[src/rtl/shbank_pkg.sv]
package shbank_pkg;
  localparam int WIN_MAX      = 8;
  localparam int WIN_IDX_W    = $clog2(WIN_MAX);
  localparam int REGS_PER_WIN = 4;
  localparam int REG_IDX_W    = $clog2(REGS_PER_WIN);

  typedef enum logic [REG_IDX_W-1:0] {
    RG_CTRL   = 2'd0,
    RG_GEOM   = 2'd1,
    RG_KEYCTL = 2'd2,
    RG_KEYVAL = 2'd3
  } winReg_e;

  // strobes from control to datapath
  typedef struct packed {
    logic                 wrValid;
    logic [WIN_IDX_W-1:0] wrWin;
    winReg_e              wrReg;
    logic [WIN_MAX-1:0]   copyMask;
  } bankStrobe_t;
endpackage

[src/rtl/shbank_ctrl.sv]
module shbank_ctrl
  import shbank_pkg::*;
#(
  parameter int NUM_WIN = 2,
  parameter int ADDR_W  = 4
) (
  input  logic               clk,
  input  logic               rstN,
  input  logic               vsync,
  input  logic               wrEn,
  input  logic [ADDR_W-1:0]  wrAddr,
  input  logic [NUM_WIN-1:0] wrLow,
  output bankStrobe_t        strobe,
  output logic               updPending
);
  localparam int FIRST_WIN_ADDR = 2;
  localparam int LAST_WIN_ADDR  = FIRST_WIN_ADDR + NUM_WIN * REGS_PER_WIN - 1;

  logic [NUM_WIN-1:0] protQ;
  logic [NUM_WIN-1:0] armQ;
  logic [NUM_WIN-1:0] copyNow;
  logic               protWr;
  logic               trigWr;
  int                 offs;

  assign protWr = wrEn && (wrAddr == ADDR_W'(0));
  assign trigWr = wrEn && (wrAddr == ADDR_W'(1)) && wrLow[0];

  always_comb begin
    offs           = int'(wrAddr) - FIRST_WIN_ADDR;
    strobe         = '0;
    strobe.wrValid = wrEn && (int'(wrAddr) >= FIRST_WIN_ADDR) &&
                     (int'(wrAddr) <= LAST_WIN_ADDR);
    strobe.wrWin   = WIN_IDX_W'(offs / REGS_PER_WIN);
    strobe.wrReg   = winReg_e'(REG_IDX_W'(offs % REGS_PER_WIN));
    strobe.copyMask[NUM_WIN-1:0] = copyNow;
  end

  assign copyNow    = vsync ? (armQ & ~protQ) : '0;
  assign updPending = |armQ;

  always_ff @(posedge clk) begin
    if (!rstN) begin
      protQ <= '0;
      armQ  <= '0;
    end else begin
      if (protWr) protQ <= wrLow;
      armQ <= trigWr ? '1 : (armQ & ~copyNow);
    end
  end
endmodule

[src/rtl/shbank_dp.sv]
module shbank_dp
  import shbank_pkg::*;
#(
  parameter int NUM_WIN = 2,
  parameter int DATA_W  = 32
) (
  input  logic                      clk,
  input  logic                      rstN,
  input  bankStrobe_t               strobe,
  input  logic [DATA_W-1:0]         wrData,
  output logic [NUM_WIN-1:0]        winEn,
  output logic [NUM_WIN*DATA_W-1:0] shCtrl,
  output logic [NUM_WIN*DATA_W-1:0] shGeom,
  output logic [NUM_WIN*DATA_W-1:0] shKeyCtl,
  output logic [NUM_WIN*DATA_W-1:0] shKeyVal
);
  localparam int WORDS = NUM_WIN * REGS_PER_WIN;

  logic [WORDS*DATA_W-1:0] shFlat;

  for (genvar w = 0; w < NUM_WIN; w++) begin : g_win
    for (genvar r = 0; r < REGS_PER_WIN; r++) begin : g_reg
      localparam int SLOT = (w * REGS_PER_WIN + r) * DATA_W;
      if (w == 0 && r >= int'(RG_KEYCTL)) begin : g_none
        assign shFlat[SLOT +: DATA_W] = '0;
      end else begin : g_store
        logic [DATA_W-1:0] actQ;
        logic [DATA_W-1:0] shQ;
        logic              hit;
        assign hit = strobe.wrValid && (strobe.wrWin == WIN_IDX_W'(w)) &&
                     (strobe.wrReg == winReg_e'(REG_IDX_W'(r)));
        always_ff @(posedge clk) begin
          if (!rstN) begin
            actQ <= '0;
            shQ  <= '0;
          end else begin
            if (strobe.copyMask[w]) shQ <= actQ;
            if (hit) actQ <= wrData;
          end
        end
        assign shFlat[SLOT +: DATA_W] = shQ;
      end
    end
    localparam int BASE = w * REGS_PER_WIN * DATA_W;
    assign shCtrl[w*DATA_W +: DATA_W]   = shFlat[BASE + 0*DATA_W +: DATA_W];
    assign shGeom[w*DATA_W +: DATA_W]   = shFlat[BASE + 1*DATA_W +: DATA_W];
    assign shKeyCtl[w*DATA_W +: DATA_W] = shFlat[BASE + 2*DATA_W +: DATA_W];
    assign shKeyVal[w*DATA_W +: DATA_W] = shFlat[BASE + 3*DATA_W +: DATA_W];
    assign winEn[w] = shFlat[BASE];
  end
endmodule

[src/rtl/win_shadow_bank.sv]
module win_shadow_bank
  import shbank_pkg::*;
#(
  parameter int NUM_WIN = 2,
  parameter int DATA_W  = 32,
  parameter int ADDR_W  = $clog2(2 + NUM_WIN * REGS_PER_WIN)
) (
  input  logic                      clk,
  input  logic                      rstN,
  input  logic                      vsync,
  input  logic                      wrEn,
  input  logic [ADDR_W-1:0]         wrAddr,
  input  logic [DATA_W-1:0]         wrData,
  output logic [NUM_WIN-1:0]        winEn,
  output logic [NUM_WIN*DATA_W-1:0] shCtrl,
  output logic [NUM_WIN*DATA_W-1:0] shGeom,
  output logic [NUM_WIN*DATA_W-1:0] shKeyCtl,
  output logic [NUM_WIN*DATA_W-1:0] shKeyVal,
  output logic                      updPending
);
  bankStrobe_t strobe;

  shbank_ctrl #(.NUM_WIN(NUM_WIN), .ADDR_W(ADDR_W)) i_ctrl (
    .clk(clk), .rstN(rstN), .vsync(vsync), .wrEn(wrEn), .wrAddr(wrAddr),
    .wrLow(wrData[NUM_WIN-1:0]), .strobe(strobe), .updPending(updPending)
  );

  shbank_dp #(.NUM_WIN(NUM_WIN), .DATA_W(DATA_W)) i_dp (
    .clk(clk), .rstN(rstN), .strobe(strobe), .wrData(wrData),
    .winEn(winEn), .shCtrl(shCtrl), .shGeom(shGeom),
    .shKeyCtl(shKeyCtl), .shKeyVal(shKeyVal)
  );
endmodule

[config.mk]
export PLATFORM = sky130hd
export DESIGN_NAME = win_shadow_bank
export DESIGN_NICKNAME = d
export VERILOG_FILES = /design/src/rtl/shbank_pkg.sv /design/src/rtl/shbank_ctrl.sv /design/src/rtl/shbank_dp.sv /design/src/rtl/win_shadow_bank.sv
export SDC_FILE = /design/constraint.sdc
export NUM_CORES = 1
export LEC_CHECK = 0
export ABC_AREA = 1
export BUFFER_PORTS_ARGS = -buffer_cell sky130_fd_sc_hd__buf_2
export CORE_UTILIZATION = 46
export CTS_CLUSTER_SIZE = 40
export DETAILED_ROUTE_END_ITERATION = 8
export PLACE_DENSITY_LB_ADDON = 0.1
export SYNTH_ARGS = -nofsm -noshare
export SYNTH_HDL_FRONTEND = slang
export SYNTH_SLANG_ARGS = --single-unit
[constraint.sdc]
create_clock -name clk -period 1.85 [get_ports clk]
set_clock_uncertainty 0.2 [all_clocks]
set_input_delay 0.0925 -clock clk [delete_from_list [all_inputs] [get_ports clk]]
set_output_delay 0.0925 -clock clk [all_outputs]
set_load 0.01 [all_outputs]
==> out/results.tsv, run 1 <==
stage	metric	value	unit
clocking	Clk pin slew, worst setup/hold paths	0.06	ns
critical_path	critical path capture point type	register	
worst_hold_path	Hold Crit Class	in -> reg	
floorplanning	Die Wd	184	um
place	Placed Area	17300	um2
final_layout	# diodes	0	
sta	final hold vios	1	
final_layout	synth-to-layout area growth	25.9	%
place	placed insts	2642	
place	gpl congestion	0.806	
drt	DR iter-0 viols	1394	
sta	Pins Over Slew Limit	0	
floorplanning	I/O pin count	299	
floorplanning	Initial Util	46.9	%
final_layout	Non-Filler Instances	2762	
yosys	Syn. warnings	0	
yosys	Synth cell types	20	
yosys	mux share of post-synthesis cell area	0	%
final_layout	Post-layout nets	2338	
global_route	largest net degree at the start of global routing	128	
clocking	clk_lat worst skew	0.52	ns
critical_path	type of origin of the critical path	input pin	
sta	FMAX	559	MHz
drt	total number of vias	14000	
yosys	Synth Area in Compound Gates	12.8	%
clocking	CTS Buf Count	41	
clocking	CTS tree	done	
sta	Worst Tran Pin Value	0.709	ns
critical_path	crit path kind	in -> reg	
global_route	initial antenna violation count	0	
global_route	Overflow after GRT	0	
place	Place WS	-0.452	ns
global_route	vias in the first global route	12200	
yosys	ranking of synthesized cells by area	dfxtp_1 51%, nor2_1 14%, nand3_1 6.5%	
drt	wire per inst	16.3	um
flow_run	MaxCap Viol Count	0	
place	IO buf count	234	
drt	DRC viols	0	
drt	vias per inst	5.07	
critical_path	Critical Path Fanout Max	6	
place	Post-DP HPWL	28.6	mm
critical_path	Worst EP required	2.07	ns
sta	final worst path period share	96.7	%
yosys	Syn Area/Cell	7.45	um2
clocking	htree depth	2	
yosys	Synth Register Bits	388	
run_status	status	finished with violations	
yosys	cells after synthesis	2052	
final_layout	final instance area	19300	um2
yosys	Simple-Gate Fraction of Synth Area	26.0	%
yosys	post-synthesis sequential area ratio	50.8	%
drt	final antenna-violating net count	0	
sta	final setup vio count	0	
sta	Hold WS	-0.00577	ns
floorplanning	site row count	66	
yosys	Adder-Cell Fraction of Synth Area	0.327	%
yosys	Synth Area in XOR/XNOR	0	%
clocking	clk buf depth	3	
global_route	first-pass GRT wire length	67.3	mm
global_route	Tot GR Track Use	25.5	%
clocking	CTS sink count	388	
sta	fin crit period	1.79	ns
yosys	largest family of logic cells by synthesized area	simple AND/OR/NAND/NOR gates	
yosys	leading area contributor after synthesis	dfxtp_1	
floorplanning	die area	34000	um2
pwr	Leak Pwr	8.29	nW
final_layout	final core occ	59.0	%
pwr	total power density per cell area	933	nW/um2
floorplanning	core area	32600	um2
drt	First-pass DRT Iterations	5	
clocking	root buf cell	clkbuf_16	
critical_path	crit path DAT	2.01	ns
drt	total routed wirelength	45.1	mm
pwr	Peak VDD IR	0.521	mV
sta	final worst setup slack	0.0620	ns
sta	relative slew slack	52.7	%
yosys	share of the synthesized area in the top cell type	50.8	%
final_layout	share of layout cells above drive strength 1	20.1	%
floorplanning	height of the chip	184	um
run_status	failing checks	negative hold slack	
yosys	Netlist Area Pre-Place	15300	um2
-- synth_stat cells, drive strengths merged --
library cell and instances:
ha 4, inv 48, nor2 588, nand2 200
or2 1, o21ai 194, nor3 1, buf 130
nand3 198, a21oi 196, conb 1, clkbuf 103
dfxtp 388
-- critical path: stages --
cell and delay [ns]:
clkbuf_4 0.16, inv_12 0.03, ha_4 0.25, inv_2 0.04
ha_4 0.16, ha_4 0.23, nor2_1 0.09, nand3_1 0.11
nor2_4 0.17, buf_12 0.17, clkbuf_16 0.16, clkbuf_16 0.14
nand3_2 0.06, nand2_1 0.08, nor2_1 0.04
-- repair_timing --
item | CTS | global route
endpoints found under the hold margin | 260 | 2
hold buffers | 31 | 1
buffers inserted | 0 | 10
setup endpoints to repair | 0 | 165
resized for setup | 0 | 15
-- cell usage in the layout (no fill, tap or decap) --
cell type	count
buf_12	36
nand2_1	199
dlygate4sd3_1	31
inv_12	1
buf_4	53
o21ai_0	138
nand3_1	149
clkinv_2	9
o21ai_1	56
nor2_1	583
nor2_4	5
nand2_2	1
clkbuf_4	2
bufinv_16	1
inv_4	3
inv_2	4
dfxtp_1	388
buf_8	3
a21oi_1	196
buf_2	231
nor3_1	1
ha_4	4
clkbuf_1	8
clkinvlp_4	1
conb_1	64
or2_2	1
buf_6	3
nand3_4	1
clkbuf_16	51
clkbuf_8	9
inv_1	40
nand3_2	48
-- power by group --
| group | total, mW | switching [mW] | internal (mW) |
|---|---|---|---|
| registers | 8.53 | 0.0594 | 8.47 |
| logic | 1.62 | 1.03 | 0.582 |
| clock network | 7.83 | 3.27 | 4.55 |
-- metrics by stage --
step	setup TNS (ns)	total power, mW
after floorplan	-4.01	9.74
after global placement	-65.88	10.1
after detailed placement	-70.99	10.2
after CTS	0	18.0
after global routing	-0.0749	18.6
final	0	18.0
-- sequential cells by signal, indices dropped and copies added (netlist names) --
name,flops
i_ctrl.protQ,2
i_ctrl.armQ,2
i_dp.g_win.g.g_store.shQ,192
i_dp.g_win.g.g_store.actQ,192
-- routing by layer --
metal | wire (um) | vias up | share of wire [%] | GRT usage [%]
li1 | - | 6990 | - | -
met1 | 21000 | 6499 | 46 | 36.3
met2 | 20100 | 463 | 45 | 39.7
met3 | 2920 | 62 | 6.5 | 3.85
met4 | 1120 | 0 | 2.5 | 7.70
met5 | 0 | - | 0 | 0
-- final cells by class --
class                      instances  area [um2]
inverter                          48         200
fill                            3096       13400
clock buffer                      58        1180
timing repair buffer             369        2930
tap                              442         553
sequential                       388        7770
multi-input combinational       1446        6550
clock inverter                    11        82.6
-- kinds of logic after synthesis --
family | after synthesis
other cells | 1
simple gates | 988
compound gates | 390
buf+inv | 281
fa+ha+maj | 4
flops | 388
-- worst paths after layout --
path / startpoint / to / slack, ns / depth (start not counted)
worst max-delay path: wrAddr[1] / i_dp.g_win[1].g_reg[3].g_store.actQ[20]$_SDFFE_PN0P_ / 0.06 / 15
worst min-delay path: wrAddr[1] / i_ctrl.protQ[1]$_SDFFE_PN0P_ / -0.006 / 5
worst max register to register: i_ctrl.protQ[1]$_SDFFE_PN0P_ / i_dp.g_win[1].g_reg[1].g_store.shQ[15]$_SDFFE_PN0P_ / 0.21 / 6
worst min register to register: i_dp.g_win[1].g_reg[3].g_store.actQ[23]$_SDFFE_PN0P_ / i_dp.g_win[1].g_reg[3].g_store.actQ[23]$_SDFFE_PN0P_ / 0.27 / 2
No activity file was read; power rests on OpenSTA's default activity.
==> inputs of run 2 (changes only) <==
CELL_PAD_IN_SITES_DETAIL_PLACEMENT = 0   (was default)
CELL_PAD_IN_SITES_GLOBAL_PLACEMENT = 2   (was default)
CORE_UTILIZATION = 28   (was 46)
==> run 2 against run 1 <==
  * The flow now finishes without violations
  * Cell count up 10%
  * Critical path depth down 2
  * Clock-buffer cell count up 15
  * Sequential cell count unchanged
  * Hold slack better by 0.083 ns
  * First-iteration DRC count down 31%
  * Core utilization down 23 points
  * Routed wire length up 21%
  * Sequential share of layout area down 0.77 points
  * Sequential power about the same
  * Combinational power about the same
  * Critical endpoint is now i_dp.g_win[0].g_reg[1].g_store.actQ[25]$_SDFFE_PN0P_
  * Highest routed layer unchanged
==> out/results.tsv, run 2 (synthesis gave the netlist of run 1 again) <==
stage	metric	value	unit	change
final_layout	Post-layout nets	2351		+0.56%
critical_path	CP top delay family	buffers and inverters		
pwr	clock power share	46.2	%	+2.7 points
pwr	total power density per cell area	965	nW/um2	+3.4%
pwr	Comb pwr share	8.7	%	-0.3 points
final_layout	filler instances	5723		+85%
sta	Pins Over Slew Limit	0		unchanged
final_layout	final core occ	36.4	%	-23 points
floorplanning	site row count	85		+29%
sta	final hold vios	0		-1
pwr	Peak VDD IR	0.629	mV	+21%
place	IO buf count	234		unchanged
global_route	Overflow after GRT	0		unchanged
critical_path	crit path kind	in -> reg		
pwr	cell-internal power	14.1	mW	+4.0%
final_layout	area of the multi-input gates	6540	um2	about the same
floorplanning	height of the chip	236	um	+28%
drt	First-pass DRT Iterations	5		unchanged
clocking	CTS tree	done		
critical_path	crit path DAT	2.05	ns	+0.04 ns
worst_hold_path	Hold Startpoint	wrAddr[1]		
critical_path	Reg2Reg Setup Slack	0.23	ns	+0.02 ns
final_layout	Largest regs	i_dp.g_win.g.g_store.actQ x192, i_dp.g_win.g.g_store.shQ x192		
clocking	clk_lat worst skew	0.57	ns	+0.05 ns
flow_run	MaxCap Viol Count	0		unchanged
sta	final worst path period share	96.8	%	+0.15 points
critical_path	critical-path cell list	buf_2 -> nor2_2 -> dlygate4sd3_1 -> buf_4 -> nand2_1 -> nand2_1 -> nand2_2 -> nor2_4 -> buf_4 -> clkbuf_16 -> nand3_1 -> nand2_1 -> nor2_1		
sta	fin crit period	1.79	ns	+0.00275 ns
critical_path	Crit path depth	13		-2
final_layout	FF+latch area	7770	um2	unchanged
sta	relative slew slack	62.0	%	+9.3 points
final_layout	# diodes	0		unchanged
final_layout	most frequent cells in the layout	583 x nor2_1, 388 x dfxtp_1, 233 x buf_2		
pwr	Leak Pwr	8.34	nW	+0.65%
final_layout	Non-Filler Instances	3038		+10%
drt	total routed wirelength	54.8	mm	+21%
drt	DR iter-0 viols	959		-31%
sta	FMAX	558	MHz	-0.15%
clocking	CTS Buf Count	46		+12%
drt	DRC viols	0		unchanged
critical_path	Buf/Inv on CP	5		-1
critical_path	slowest stage delay, CP	0.56	ns	+0.31 ns
place	Place WS	-0.460	ns	-0.00841 ns
drt	final antenna-violating net count	0		unchanged
pwr	switching power total	4.79	mW	+9.7%
floorplanning	I/O pin count	299		unchanged
clocking	CTS sink count	388		unchanged
place	Post-DP HPWL	34.9	mm	+22%
sta	Worst Tran Pin Value	0.569	ns	-0.140 ns
place	placed insts	2911		+10%
final_layout	share of layout cells above drive strength 1	20.1	%	about the same
floorplanning	die area	55500	um2	+64%
global_route	vias in the first global route	12800		+5.4%
critical_path	R2R depth	6		unchanged
place	gpl congestion	0.748		-7.2%
sta	final setup vio count	0		unchanged
critical_path	type of origin of the critical path	input pin		
critical_path	Critical Path Fanout Max	29		+23
drt	total number of vias	13800		-1.3%
final_layout	most common cell after layout, fill and taps aside	nor2_1		
floorplanning	core area	53900	um2	+65%
critical_path	worst r2r src	i_ctrl.armQ[1]$_SDFF_PN0_		
floorplanning	Initial Util	28.4	%	-19 points
clocking	clk buf depth	3		unchanged
sta	final worst setup slack	0.0592	ns	-0.00275 ns
drt	vias per inst	4.55		-10%
floorplanning	Die Wd	236	um	+28%
final_layout	synth-to-layout area growth	28.4	%	
global_route	Tot GR Track Use	19.0	%	-6.5 points
sta	RSZ-0062 raised after global routing	true		
global_route	initial antenna violation count	1		+1
pwr	Seq pwr share	45.1	%	-2.4 points
clocking	htree depth	2		unchanged
critical_path	Critical R2R Capture	i_dp.g_win[1].g_reg[2].g_store.shQ[0]$_SDFFE_PN0P_		
run_status	status	finished, final reports clean		
pwr	switching fraction of total power	25.3	%	+1.0 points
critical_path	Setup crit end	i_dp.g_win[0].g_reg[1].g_store.actQ[25]$_SDFFE_PN0P_		
place	Placed Area	17700	um2	+2.4%
clocking	Clk pin slew, worst setup/hold paths	0.06	ns	about the same
drt	wire per inst	18.0	um	+10%
final_layout	final instance area	19600	um2	+1.9%
critical_path	Worst EP required	2.11	ns	+0.04 ns
worst_hold_path	Hold Crit Class	in -> reg		
critical_path	Critical Path Start	wrAddr[2]		
critical_path	critical path capture point type	register		
critical_path	Worst path most repeated cell	nand2_1		
clocking	root buf cell	clkbuf_16		
critical_path	Worst path slowest cell	dlygate4sd3_1		
global_route	first-pass GRT wire length	80.4	mm	+19%
global_route	largest net degree at the start of global routing	69		-46%
pwr	Design Power	18.9	mW	+5.4%
run 2: cell count changes in the layout (fill, tap and decap cells not counted), sizes merged:
cell / previous run / this run
buf: 326 / 335
dlygate4sd3: 31 / 39
clkbuf: 70 / 75
bufinv: 1 / 0
dlymetal6s4s: 0 / 1
run 2: metrics by stage:
step / setup TNS, ns / hold slack (ns)
3_3_place_gp: -75.80 / 0.215
4_1_cts: 0 / 0.0465
5_1_grt: -0.0164 / 0.0872
2_1_floorplan: -4.01 / 0.0836
3_5_place_dp: -76.62 / 0.212
6_report: 0 / 0.0768
run 2: worst min-delay path: stages:
cell	delay [ns]
buf_2	0.15
buf_4	0.16
nand2_1	0.10
inv_4	0.09
nand3_1	0.09
nand2_1	0.04
nor2_1	0.07
run 2: power by group through the flow:
stage               combinational (mW)  clock, mW  sequential, mW
floorplan                         1.02          0            8.72
global placement                  1.57          0            8.72
detailed placement                1.57          0            8.72
CTS                               1.64       9.05            8.54
global route                      1.81       9.40            8.55
finish                            1.65       8.76            8.54
run 2: worst min-delay path by stage:
stage	cells past startpoint	end
2_1_floorplan	2	i_ctrl.protQ[0]$_SDFFE_PN0P_
3_3_place_gp	3	i_ctrl.protQ[0]$_SDFFE_PN0P_
3_5_place_dp	3	i_ctrl.protQ[0]$_SDFFE_PN0P_
4_1_cts	6	i_dp.g_win[0].g_reg[1].g_store.actQ[31]$_SDFFE_PN0P_
5_1_grt	7	i_dp.g_win[0].g_reg[1].g_store.actQ[31]$_SDFFE_PN0P_
6_report	7	i_dp.g_win[0].g_reg[1].g_store.actQ[22]$_SDFFE_PN0P_
run 2: cell type report:
cell class | instances | share of cell area [%]
Sequential cell | 388 | 39.6
Multi-Input combinational cell | 1446 | 33.3
Timing Repair Buffer | 377 | 14.3
Clock buffer | 73 | 7.06
Tap cell | 696 | 4.44
Inverter | 48 | 1.02
Clock inverter | 10 | 0.268
run 2: per-layer routing:
| layer | part of all wire (%) | global-route usage [%] | vias to the layer above |
|---|---|---|---|
| met1 | 49 | 26.4 | 6454 |
| met2 | 45 | 30.2 | 302 |
| met5 | 0 | 0 | - |
| met4 | 2.5 | 5.70 | 0 |
| li1 | - | - | 7009 |
| met3 | 3.8 | 3.11 | 69 |
run 2: repair_timing:
| action | in CTS | in global routing |
|---|---|---|
| setup buffers | 0 | 2 |
| gates resized for setup | 0 | 4 |
| setup endpoints to repair | 0 | 28 |
| hold buffers | 40 | 0 |
| endpoints found under the hold margin | 361 | 0 |
==> inputs of run 3 (changes only) <==
BUFFER_PORTS_ARGS = -buffer_cell sky130_fd_sc_hd__buf_4   (was -buffer_cell sky130_fd_sc_hd__buf_2)
RECOVER_POWER = 100   (was default)
==> run 3 against run 2 <==
  * Fmax up 2.1%
  * Sequential power about the same
  * Power up 2.5%
  * Register-to-register slack worse by 0.11 ns
  * Cell count up 0.30%
  * Global-route usage down 0.20 points
  * Hold slack worse by 0.047 ns
  * Combinational power about the same
  * Routed wire length down 1.2%
  * Critical path depth up 3
  * Via count about the same
  * Critical endpoint is now i_dp.g_win[1].g_reg[3].g_store.actQ[4]$_SDFFE_PN0P_
  * Largest cell class unchanged
  * Highest routed layer unchanged
==> out/results.tsv, run 3 (synthesis gave the netlist of run 1 again) <==
stage	metric	value	unit	change
run_status	status	finished, final reports clean		
clocking	CTS Buf Count	47		+2.2%
sta	Hold WS	0.0297	ns	-0.0471 ns
worst_hold_path	Hold Startpoint	wrData[5]		
critical_path	CP top delay family	buffers and inverters		
global_route	Overflow after GRT	0		unchanged
floorplanning	site row count	85		unchanged
floorplanning	core area	53900	um2	unchanged
global_route	initial antenna violation count	1		unchanged
global_route	first-pass GRT wire length	79.5	mm	-1.1%
drt	total number of vias	13800		+0.051%
drt	final antenna-violating net count	0		unchanged
worst_hold_path	Hold Crit Class	in -> reg		
critical_path	critical-path cell list	buf_4 -> inv_12 -> ha_4 -> inv_2 -> ha_4 -> ha_4 -> nor2_1 -> nand3_2 -> nor2_4 -> buf_12 -> buf_12 -> buf_12 -> clkbuf_16 -> nand3_1 -> nand2_1 -> nor2_1		
global_route	met1 Use GR	26.8	%	+0.37 points
floorplanning	height of the chip	236	um	unchanged
drt	First-pass DRT Iterations	5		unchanged
critical_path	slowest stage delay, CP	0.25	ns	-0.31 ns
global_route	largest net degree at the start of global routing	72		+4.3%
clocking	root buf cell	clkbuf_16		
critical_path	crit path kind	in -> reg		
final_layout	# diodes	0		unchanged
drt	total routed wirelength	54.1	mm	-1.2%
clocking	Clk pin slew, worst setup/hold paths	0.06	ns	about the same
global_route	vias in the first global route	12500		-2.6%
floorplanning	die area	55500	um2	unchanged
drt	wire per inst	17.8	um	-1.5%
sta	RSZ-0062 raised after global routing	false		
floorplanning	Initial Util	28.4	%	unchanged
sta	FMAX	570	MHz	+2.1%
drt	vias per inst	4.54		-0.24%
global_route	Tot GR Track Use	18.8	%	-0.20 points
place	IO buf count	234		unchanged
global_route	GR Layer Usage met2	29.8	%	-0.47 points
global_route	GR Util met3	2.92	%	-0.19 points
critical_path	Critical Path Fanout Max	15		-48%
flow_run	MaxCap Viol Count	0		unchanged
sta	final setup vio count	0		unchanged
clocking	clk buf depth	3		unchanged
sta	Worst Tran Pin Value	0.660	ns	+0.0905 ns
critical_path	Buf/Inv on CP	7		+2
clocking	clk_lat worst skew	0.57	ns	about the same
place	gpl congestion	0.729		-2.5%
clocking	CTS sink count	388		unchanged
final_layout	share of layout cells above drive strength 1	11.7	%	-8.5 points
sta	relative slew slack	56.0	%	-6.0 points
critical_path	worst r2r src	i_ctrl.armQ[1]$_SDFF_PN0_		
critical_path	type of origin of the critical path	input pin		
sta	fin crit period	1.75	ns	-0.0375 ns
place	Post-DP HPWL	35.0	mm	+0.34%
final_layout	final instance area	19600	um2	-0.20%
floorplanning	Die Wd	236	um	unchanged
sta	final hold vios	0		unchanged
global_route	Most Crowded Layer GR	met2		
clocking	htree depth	2		unchanged
sta	final worst path period share	94.8	%	-2.0 points
pwr	Leak Pwr	7.65	nW	-8.4%
place	Placed Area	18300	um2	+3.5%
critical_path	crit path DAT	2.01	ns	-0.04 ns
floorplanning	I/O pin count	299		unchanged
final_layout	Largest regs	i_dp.g_win.g.g_store.actQ x192, i_dp.g_win.g.g_store.shQ x192		
final_layout	final core occ	36.3	%	-0.072 points
final_layout	most common cell after layout, fill and taps aside	nor2_1		
final_layout	most frequent cells in the layout	584 x nor2_1, 388 x dfxtp_1, 203 x clkbuf_1		
critical_path	Worst EP required	2.11	ns	about the same
pwr	total power density per cell area	991	nW/um2	+2.7%
drt	DRC viols	0		unchanged
final_layout	synth-to-layout area growth	28.1	%	
drt	DR iter-0 viols	928		-3.2%
clocking	CTS tree	done		
pwr	Peak VDD IR	0.562	mV	-11%
critical_path	Worst path slowest cell	ha_4		
critical_path	critical path capture point type	register		
critical_path	Critical Path Start	wrAddr[1]		
sta	Pins Over Slew Limit	0		unchanged
final_layout	Post-layout nets	2365		+0.60%
run 3: cell types whose count changed in the layout (fill, tap and decap cells not counted), moves of 2 or more:
cell,previous run,this run
buf_4,67,107
clkinv_4,0,2
buf_12,34,32
buf_2,233,1
clkbuf_2,0,6
nand3_1,149,167
nand3_2,48,30
clkbuf_8,7,11
clkinv_2,9,7
bufinv_16,0,3
clkbuf_1,17,203
run 3: timing repair:
| action | in CTS | in global routing |
|---|---|---|
| hold endpoints to repair | 326 | 0 |
| setup endpoints to repair | 0 | 16 |
| hold buffers | 41 | 0 |
| setup buffers | 0 | 7 |
| resized for setup | 0 | 8 |
run 3: power by group:
group          leakage [nW]  internal [mW]  total (mW)  switching [mW]
Clock                 0.763           5.61        9.21            3.60
Combinational          3.75          0.592        1.66            1.07
Sequential             3.13           8.47        8.54          0.0638
Total                  7.65           14.7        19.4            4.73
run 3: worst reg2reg max path: stages, from the launching register on:
cell and delay, ns:
dfxtp_1 0.39, nand3_4 0.16, clkbuf_2 0.38, o21ai_0 0.40, nor2_1 0.08
run 3: final cells by class:
class | count | area [um2]
sequential | 388 | 7770
multi-input combinational | 1446 | 6440
clock inverter | 12 | 143
tap | 696 | 871
inverter | 48 | 198
clock buffer | 67 | 1390
timing repair buffer | 390 | 2780
fill | 5861 | 34300
run 3: routing by layer:
metal | wire length (um) | part of all wire (%)
met5 | 0 | 0
met4 | 982 | 1.8
met3 | 2050 | 3.8
met2 | 24600 | 45
met1 | 26500 | 49
run 3: worst paths after layout:
path,endpoint,slack [ns],depth (start not counted)
min reg2reg,i_ctrl.protQ[0]$_SDFFE_PN0P_,0.27,2
max,i_dp.g_win[1].g_reg[3].g_store.actQ[4]$_SDFFE_PN0P_,0.1,16
min,i_dp.g_win[1].g_reg[1].g_store.actQ[5]$_SDFFE_PN0P_,0.03,5
max reg2reg,i_dp.g_win[1].g_reg[0].g_store.shQ[23]$_SDFFE_PN0P_,0.12,4
run 3: stage by stage:
step | TNS [ns] | total power [mW] | worst slack [ns] | std cells
after floorplan | -4.01 | 9.74 | -0.0414 | 2115
after global placement | -62.45 | 10.3 | -0.441 | 2917
after detailed placement | -63.85 | 10.3 | -0.416 | 2917
after CTS | 0 | 19.8 | 0.110 | 3037
after global routing | 0 | 20.2 | 0.0155 | 3047
final | 0 | 19.4 | 0.0967 | 3047
